<file path="src/rtl/tmr_pkg.sv">
package tmr_pkg;
   localparam int PASS_W = 2;

   typedef enum logic [2:0] {
      ST_IDLE,
      ST_RUN1,
      ST_RUN2,
      ST_RUN3,
      ST_VOTE
   } tmr_state_e;
endpackage

</file>
<file path="src/rtl/tmr_seq_ctrl.sv">
module tmr_seq_ctrl
   import tmr_pkg::*;
#(
   parameter int PW = PASS_W
) (
   input  logic          clk,
   input  logic          rst_n,
   input  logic          start_i,
   output logic          accept_o,
   output logic          busy_o,
   output logic          issue_o,
   output logic [PW-1:0] pass_o,
   output logic          cap1_o,
   output logic          cap2_o,
   output logic          cap3_o,
   output logic          done_o
);
   tmr_state_e state_q, state_d;

   always_comb begin
      state_d = state_q;
      unique case (state_q)
         ST_IDLE: if (start_i) state_d = ST_RUN1;
         ST_RUN1: state_d = ST_RUN2;
         ST_RUN2: state_d = ST_RUN3;
         ST_RUN3: state_d = ST_VOTE;
         ST_VOTE: state_d = ST_IDLE;
         default: state_d = ST_IDLE;
      endcase
   end

   always_ff @(posedge clk or negedge rst_n) begin
      if (!rst_n) state_q <= ST_IDLE;
      else        state_q <= state_d;
   end

   assign accept_o = (state_q == ST_IDLE) && start_i;
   assign busy_o   = (state_q != ST_IDLE);
   assign cap1_o   = (state_q == ST_RUN1);
   assign cap2_o   = (state_q == ST_RUN2);
   assign cap3_o   = (state_q == ST_RUN3);
   assign issue_o  = cap1_o | cap2_o | cap3_o;
   assign done_o   = (state_q == ST_VOTE);

   always_comb begin
      pass_o = '0;
      if (cap1_o) pass_o = PW'(1);
      if (cap2_o) pass_o = PW'(2);
      if (cap3_o) pass_o = PW'(3);
   end
endmodule

</file>
<file path="src/rtl/tmr_bit_voter.sv">
module tmr_bit_voter #(
   parameter int WIDTH = 16
) (
   input  logic [WIDTH-1:0] copy_a_i,
   input  logic [WIDTH-1:0] copy_b_i,
   input  logic [WIDTH-1:0] copy_c_i,
   output logic [WIDTH-1:0] voted_o,
   output logic             mismatch_o,
   output logic             untrusted_o
);
   logic [WIDTH-1:0] bit_dis;

   for (genvar i = 0; i < WIDTH; i++) begin : g_bit
      assign voted_o[i] = (copy_a_i[i] & copy_b_i[i]) |
                          (copy_a_i[i] & copy_c_i[i]) |
                          (copy_b_i[i] & copy_c_i[i]);
      assign bit_dis[i] = (copy_a_i[i] ^ copy_b_i[i]) |
                          (copy_a_i[i] ^ copy_c_i[i]);
   end

   assign mismatch_o  = |bit_dis;
   assign untrusted_o = (copy_a_i != copy_b_i) &&
                        (copy_a_i != copy_c_i) &&
                        (copy_b_i != copy_c_i);
endmodule

</file>
<file path="src/rtl/tmr_seq_exec.sv">
module tmr_seq_exec
   import tmr_pkg::*;
#(
   parameter int WIDTH = 16
) (
   input  logic              clk,
   input  logic              rst_n,
   input  logic              start_i,
   input  logic [WIDTH-1:0]  opa_i,
   input  logic [WIDTH-1:0]  opb_i,
   output logic              busy_o,
   output logic              fn_valid_o,
   output logic [1:0]        fn_pass_o,
   output logic [WIDTH-1:0]  fn_opa_o,
   output logic [WIDTH-1:0]  fn_opb_o,
   input  logic [WIDTH-1:0]  fn_res_i,
   output logic [WIDTH-1:0]  result_o,
   output logic              done_o,
   output logic              mismatch_o,
   output logic              untrusted_o
);
   localparam int PW = PASS_W;

   if (WIDTH < 1) begin : g_bad_width
      $error("tmr_seq_exec: WIDTH must be at least 1");
   end
   if (PW != 2) begin : g_bad_pass
      $error("tmr_seq_exec: pass field must be 2 bits wide");
   end

   logic accept, cap1, cap2, cap3;
   logic [WIDTH-1:0] opa_q, opb_q, hold1_q, hold2_q;
   logic [WIDTH-1:0] voted, result_q;
   logic mism, untr, mism_q, untr_q;

   tmr_seq_ctrl #(.PW(PW)) ctrl_i (
      .clk      (clk),
      .rst_n    (rst_n),
      .start_i  (start_i),
      .accept_o (accept),
      .busy_o   (busy_o),
      .issue_o  (fn_valid_o),
      .pass_o   (fn_pass_o),
      .cap1_o   (cap1),
      .cap2_o   (cap2),
      .cap3_o   (cap3),
      .done_o   (done_o)
   );

   always_ff @(posedge clk or negedge rst_n) begin
      if (!rst_n) begin
         opa_q <= '0;
         opb_q <= '0;
      end else if (accept) begin
         opa_q <= opa_i;
         opb_q <= opb_i;
      end
   end

   always_ff @(posedge clk or negedge rst_n) begin
      if (!rst_n) begin
         hold1_q <= '0;
         hold2_q <= '0;
      end else begin
         if (cap1) hold1_q <= fn_res_i;
         if (cap2) hold2_q <= fn_res_i;
      end
   end

   tmr_bit_voter #(.WIDTH(WIDTH)) voter_i (
      .copy_a_i    (hold1_q),
      .copy_b_i    (hold2_q),
      .copy_c_i    (fn_res_i),
      .voted_o     (voted),
      .mismatch_o  (mism),
      .untrusted_o (untr)
   );

   always_ff @(posedge clk or negedge rst_n) begin
      if (!rst_n) begin
         result_q <= '0;
         mism_q   <= 1'b0;
         untr_q   <= 1'b0;
      end else if (cap3) begin
         result_q <= voted;
         mism_q   <= mism;
         untr_q   <= untr;
      end
   end

   assign fn_opa_o    = opa_q;
   assign fn_opb_o    = opb_q;
   assign result_o    = result_q;
   assign mismatch_o  = mism_q;
   assign untrusted_o = untr_q;
endmodule

</file>
<file path="config.mk">
export PLATFORM = sky130hd
export DESIGN_NAME = tmr_seq_exec
export DESIGN_NICKNAME = d
export VERILOG_FILES = /design/src/rtl/tmr_pkg.sv /design/src/rtl/tmr_seq_ctrl.sv /design/src/rtl/tmr_bit_voter.sv /design/src/rtl/tmr_seq_exec.sv
export SDC_FILE = /design/constraint.sdc
export NUM_CORES = 1
export LEC_CHECK = 0
export ABC_AREA = 1
export BUFFER_PORTS_ARGS = -buffer_cell sky130_fd_sc_hd__buf_2
export CORE_MARGIN = 2
export CORE_UTILIZATION = 53
export CTS_BUF_LIST = sky130_fd_sc_hd__clkbuf_4 sky130_fd_sc_hd__clkbuf_8 sky130_fd_sc_hd__clkbuf_16
export DETAILED_ROUTE_END_ITERATION = 6
export GPL_TIMING_DRIVEN = 0
export HOLD_SLACK_MARGIN = 0.15
export PLACE_DENSITY_LB_ADDON = 0.25
export SLEW_MARGIN = 10
export SYNTH_ARGS = -nofsm -noshare
export SYNTH_HDL_FRONTEND = slang
export SYNTH_SLANG_ARGS = --single-unit
</file>
<file path="constraint.sdc">
create_clock -name clk -period 1.7 [get_ports clk]
set_input_delay 0.51 -clock clk [delete_from_list [all_inputs] [get_ports clk]]
set_output_delay 0.51 -clock clk [all_outputs]
set_load 0.03 [all_outputs]
</file>
==> metrics.md <==
| Metric | Value |
|---|---|
| DIE WIDTH | `roughly 90 um` |
| Post-synth net total | `473` |
| Vias in the first global route | `3071` |
| CTS sink cnt | `85` |
| Drt drc | `0` |
| TritonCTS buffer count | `9` |
| Max frequency | `roughly 540 MHz` |
| Commonest non-fill, non-tap cells in the layout | `buf_2 (103), dfrtp_1 (84), nand2_1 (70)` |
| Seq cells post-synth | `85` |
| Die area | `roughly 8400 um2` |
| Post-synthesis cell area | `a little over 4000 um2` |
| Crit path max fanout | `3` |
| Worst r2r src | `ctrl_i.state_q[2]$_DFFE_PN0P_` |
| # diodes | `0` |
| P&R area growth vs syn | `26.8%` |
| Place WS | `-0.172 ns` |
| Total power after layout | `roughly 0.011 W` |
| Final Setup Violations | `5` |
| HP Class | `input port to flip-flop` |
| Detailed-route via count | `roughly 3100` |
| Die H | `91.4 um` |
| Starting density of the core | `between 50% and 60%` |
| Worst slew margin | `78.2%` |
| Synth Area per Inst | `between 10 and 15 um2` |
| RePlAce Congestion | `roughly 0.85` |
| Final worst slack | `-0.138 ns` |
| Worst skew pair latency | `about 0.35 ns` |
| Final Util | `between 70% and 80%` |
| Sequential share of the synthesized area | `52.6%` |
| Req. time, crit path | `approximately 1.2 ns` |
| Post-DP Area | `roughly 4700 um2` |
| CTS root buf | `clkbuf_8` |
| CP Capture Type | `output port` |
| Ports | `106` |
| Worst-Margin Slew | `roughly 0.33 ns` |
| Commonest non-fill, non-tap cell in the layout | `buf_2` |
| Pwr dens | `~2200 nW/um2` |
| Static leakage | `approximately 2.7 nW` |
| GR Overflow Total | `0` |
| Hold WS | `between 0.3 and 0.4 ns` |
| Dpl hpwl | `around 6500 um` |
| Max rail drop VDD | `roughly 1000 uV` |
| Post-DR wirelength/cell | `around 15 um` |
| Drt total wl | `9170 um` |
| Final Hold Fails | `0` |
| Crit Path Class | `flip-flop to output port` |
| Nets | `~600` |
| YS warnings | `0` |
| Drt pass-1 iters | `4` |
| Max_cap viols | `0` |
| CTS Buffer Depth | `2` |
| Reg2Reg Depth | `7` |
| Core footprint | `between 7000 and 8000 um2` |
| Row count | `31` |
| Synth cell types | `19` |
| End point of the critical path | `fn_pass_o[1]` |
| CTS tree | `done` |
| Syn Inst Count | `roughly 370` |
| Share of cells above drive strength 1 | `a little under two fifths` |
| Arr. time, crit path | `about 1.3 ns` |
| Minimum clock period | `between 1.5 and 2 ns` |
| Run status | `complete, but fails checks` |
| RSZ-0062 raised after global routing | `true` |
| First-pass GRT wire length | `between 10000 and 15000 um` |
| Reg-to-reg setup timing slack | `around 0.08 ns` |
| Critical R2R Capture | `result_o[4]$_DFFE_PN0P_` |
| Final instance area | `between 5000 and 6000 um2` |
| Max Slew Vio Count | `0` |
| Initial drt markers | `about 200` |
| Worst Setup SP | `ctrl_i.state_q[2]$_DFFE_PN0P_` |
| Buffers on Ports | `105` |
| Critical Path Start Type | `flip-flop` |
| Clk slew on worst S/H paths | `about 0.080 ns` |
| Initial antenna violation count | `0` |
| Largest net degree at the start of global routing | `between 60 and 70` |
| H-tree Lvls | `3` |
| GRT Overall Usage | `about 23%` |
| Post-DRT Antenna Nets | `0` |
| Failing checks | `negative setup slack` |
| Skew final | `0.00813 ns` |
| FILL cells | `around 560` |
| Vias per cell | `5.14` |
| Tcrit/Tclk final | `108%` |
-- through the flow --
| step | cells | setup TNS [ns] |
|---|---|---|
| 3_3_place_gp | 578 | -46.13 |
| 4_1_cts | 601 | -0.476 |
| 5_1_grt | 603 | -0.680 |
| 2_1_floorplan | 374 | 0 |
| 6_report | 603 | -0.415 |
| 3_5_place_dp | 579 | -0.220 |
-- what timing repair did --
action / 4_1_cts / 5_1_grt
setup buffers: 7 / 2
hold endpoints to repair: 18 / 0
pin swaps: 2 / 2
gates resized for setup: 19 / 9
endpoints found under the setup margin: 5 / 15
hold buffers: 1 / 0
-- logic make-up after synthesis --
group           Yosys count  synth area share [%]
compound gates           52                  6.43
mux                      32                  9.09
flops                    85                  52.6
simple gates            125                  13.0
buf+inv                  32                  4.11
fa+ha+maj                48                  14.8
-- report_power, final --
group	leakage [nW]	internal, W	switching (W)	total [W]
sequential	1.03	0.00304	0.000640	0.00368
combinational	1.51	0.00216	0.00350	0.00566
clock	0.133	0.00111	0.000684	0.00180
-- final cells by class --
type | instances | area (um2) | area share, %
clock inverter | 3 | 90.1 | 1.75
clock buffer | 13 | 173 | 3.36
timing repair buffer | 116 | 668 | 13.0
buffer | 10 | 81.3 | 1.58
tap | 99 | 124 | 2.41
multi-input combinational | 257 | 1790 | 34.9
inverter | 20 | 80.1 | 1.56
sequential | 85 | 2130 | 41.5
-- how the worst min path moves through the flow --
stage	from	end	slack, ns	cells after the start
after floorplan	rst_n	ctrl_i.state_q[0]$_DFFE_PN0P_	0.21	0
after global placement	mismatch_o$_DFFE_PN0P_	mismatch_o$_DFFE_PN0P_	0.46	2
after detailed placement	rst_n	fn_opb_o[10]$_DFFE_PN0P_	0.41	1
after CTS	opa_i[5]	fn_opa_o[5]$_DFFE_PN0P_	0.37	2
after global routing	opb_i[0]	fn_opb_o[0]$_DFFE_PN0P_	0.37	2
final	opb_i[0]	fn_opb_o[0]$_DFFE_PN0P_	0.38	2
-- metal layers --
metal	up-vias	GRT usage [%]	routed length (um)
li1	1505	-	-
met4	0	10.5	264
met2	103	37.7	4410
met3	24	4.73	454
met1	1466	29.1	4040
met5	-	0	0
-- critical path, stage by stage, from the launching register on --
cell	delay, ns
dfrtp_2	0.46
nor3_4	0.26
inv_4	0.07
nand2_2	0.06
buf_6	0.12
-- synthesized netlist by cell type (all sizes together) --
library cell	n	share of area (%)
a21oi	1	0.12
clkbuf	1	0.12
inv	20	1.9
ha	48	15
nand2	74	6.9
nor3	17	2.4
dfrtp	85	53
mux2	32	9.1
nand3	1	0.43
buf	11	2.1
o21ai	51	6.3
nor2	33	3.2
-- sequential cells by signal, summed over array words and instances (netlist names) --
signal,count
fn_opa_o,16
fn_opb_o,16
hold1_q,16
hold2_q,16
result_o,16
ctrl_i.state_q,3
mismatch_o,1
untrusted_o,1
Power figures use the tool's default switching activity.
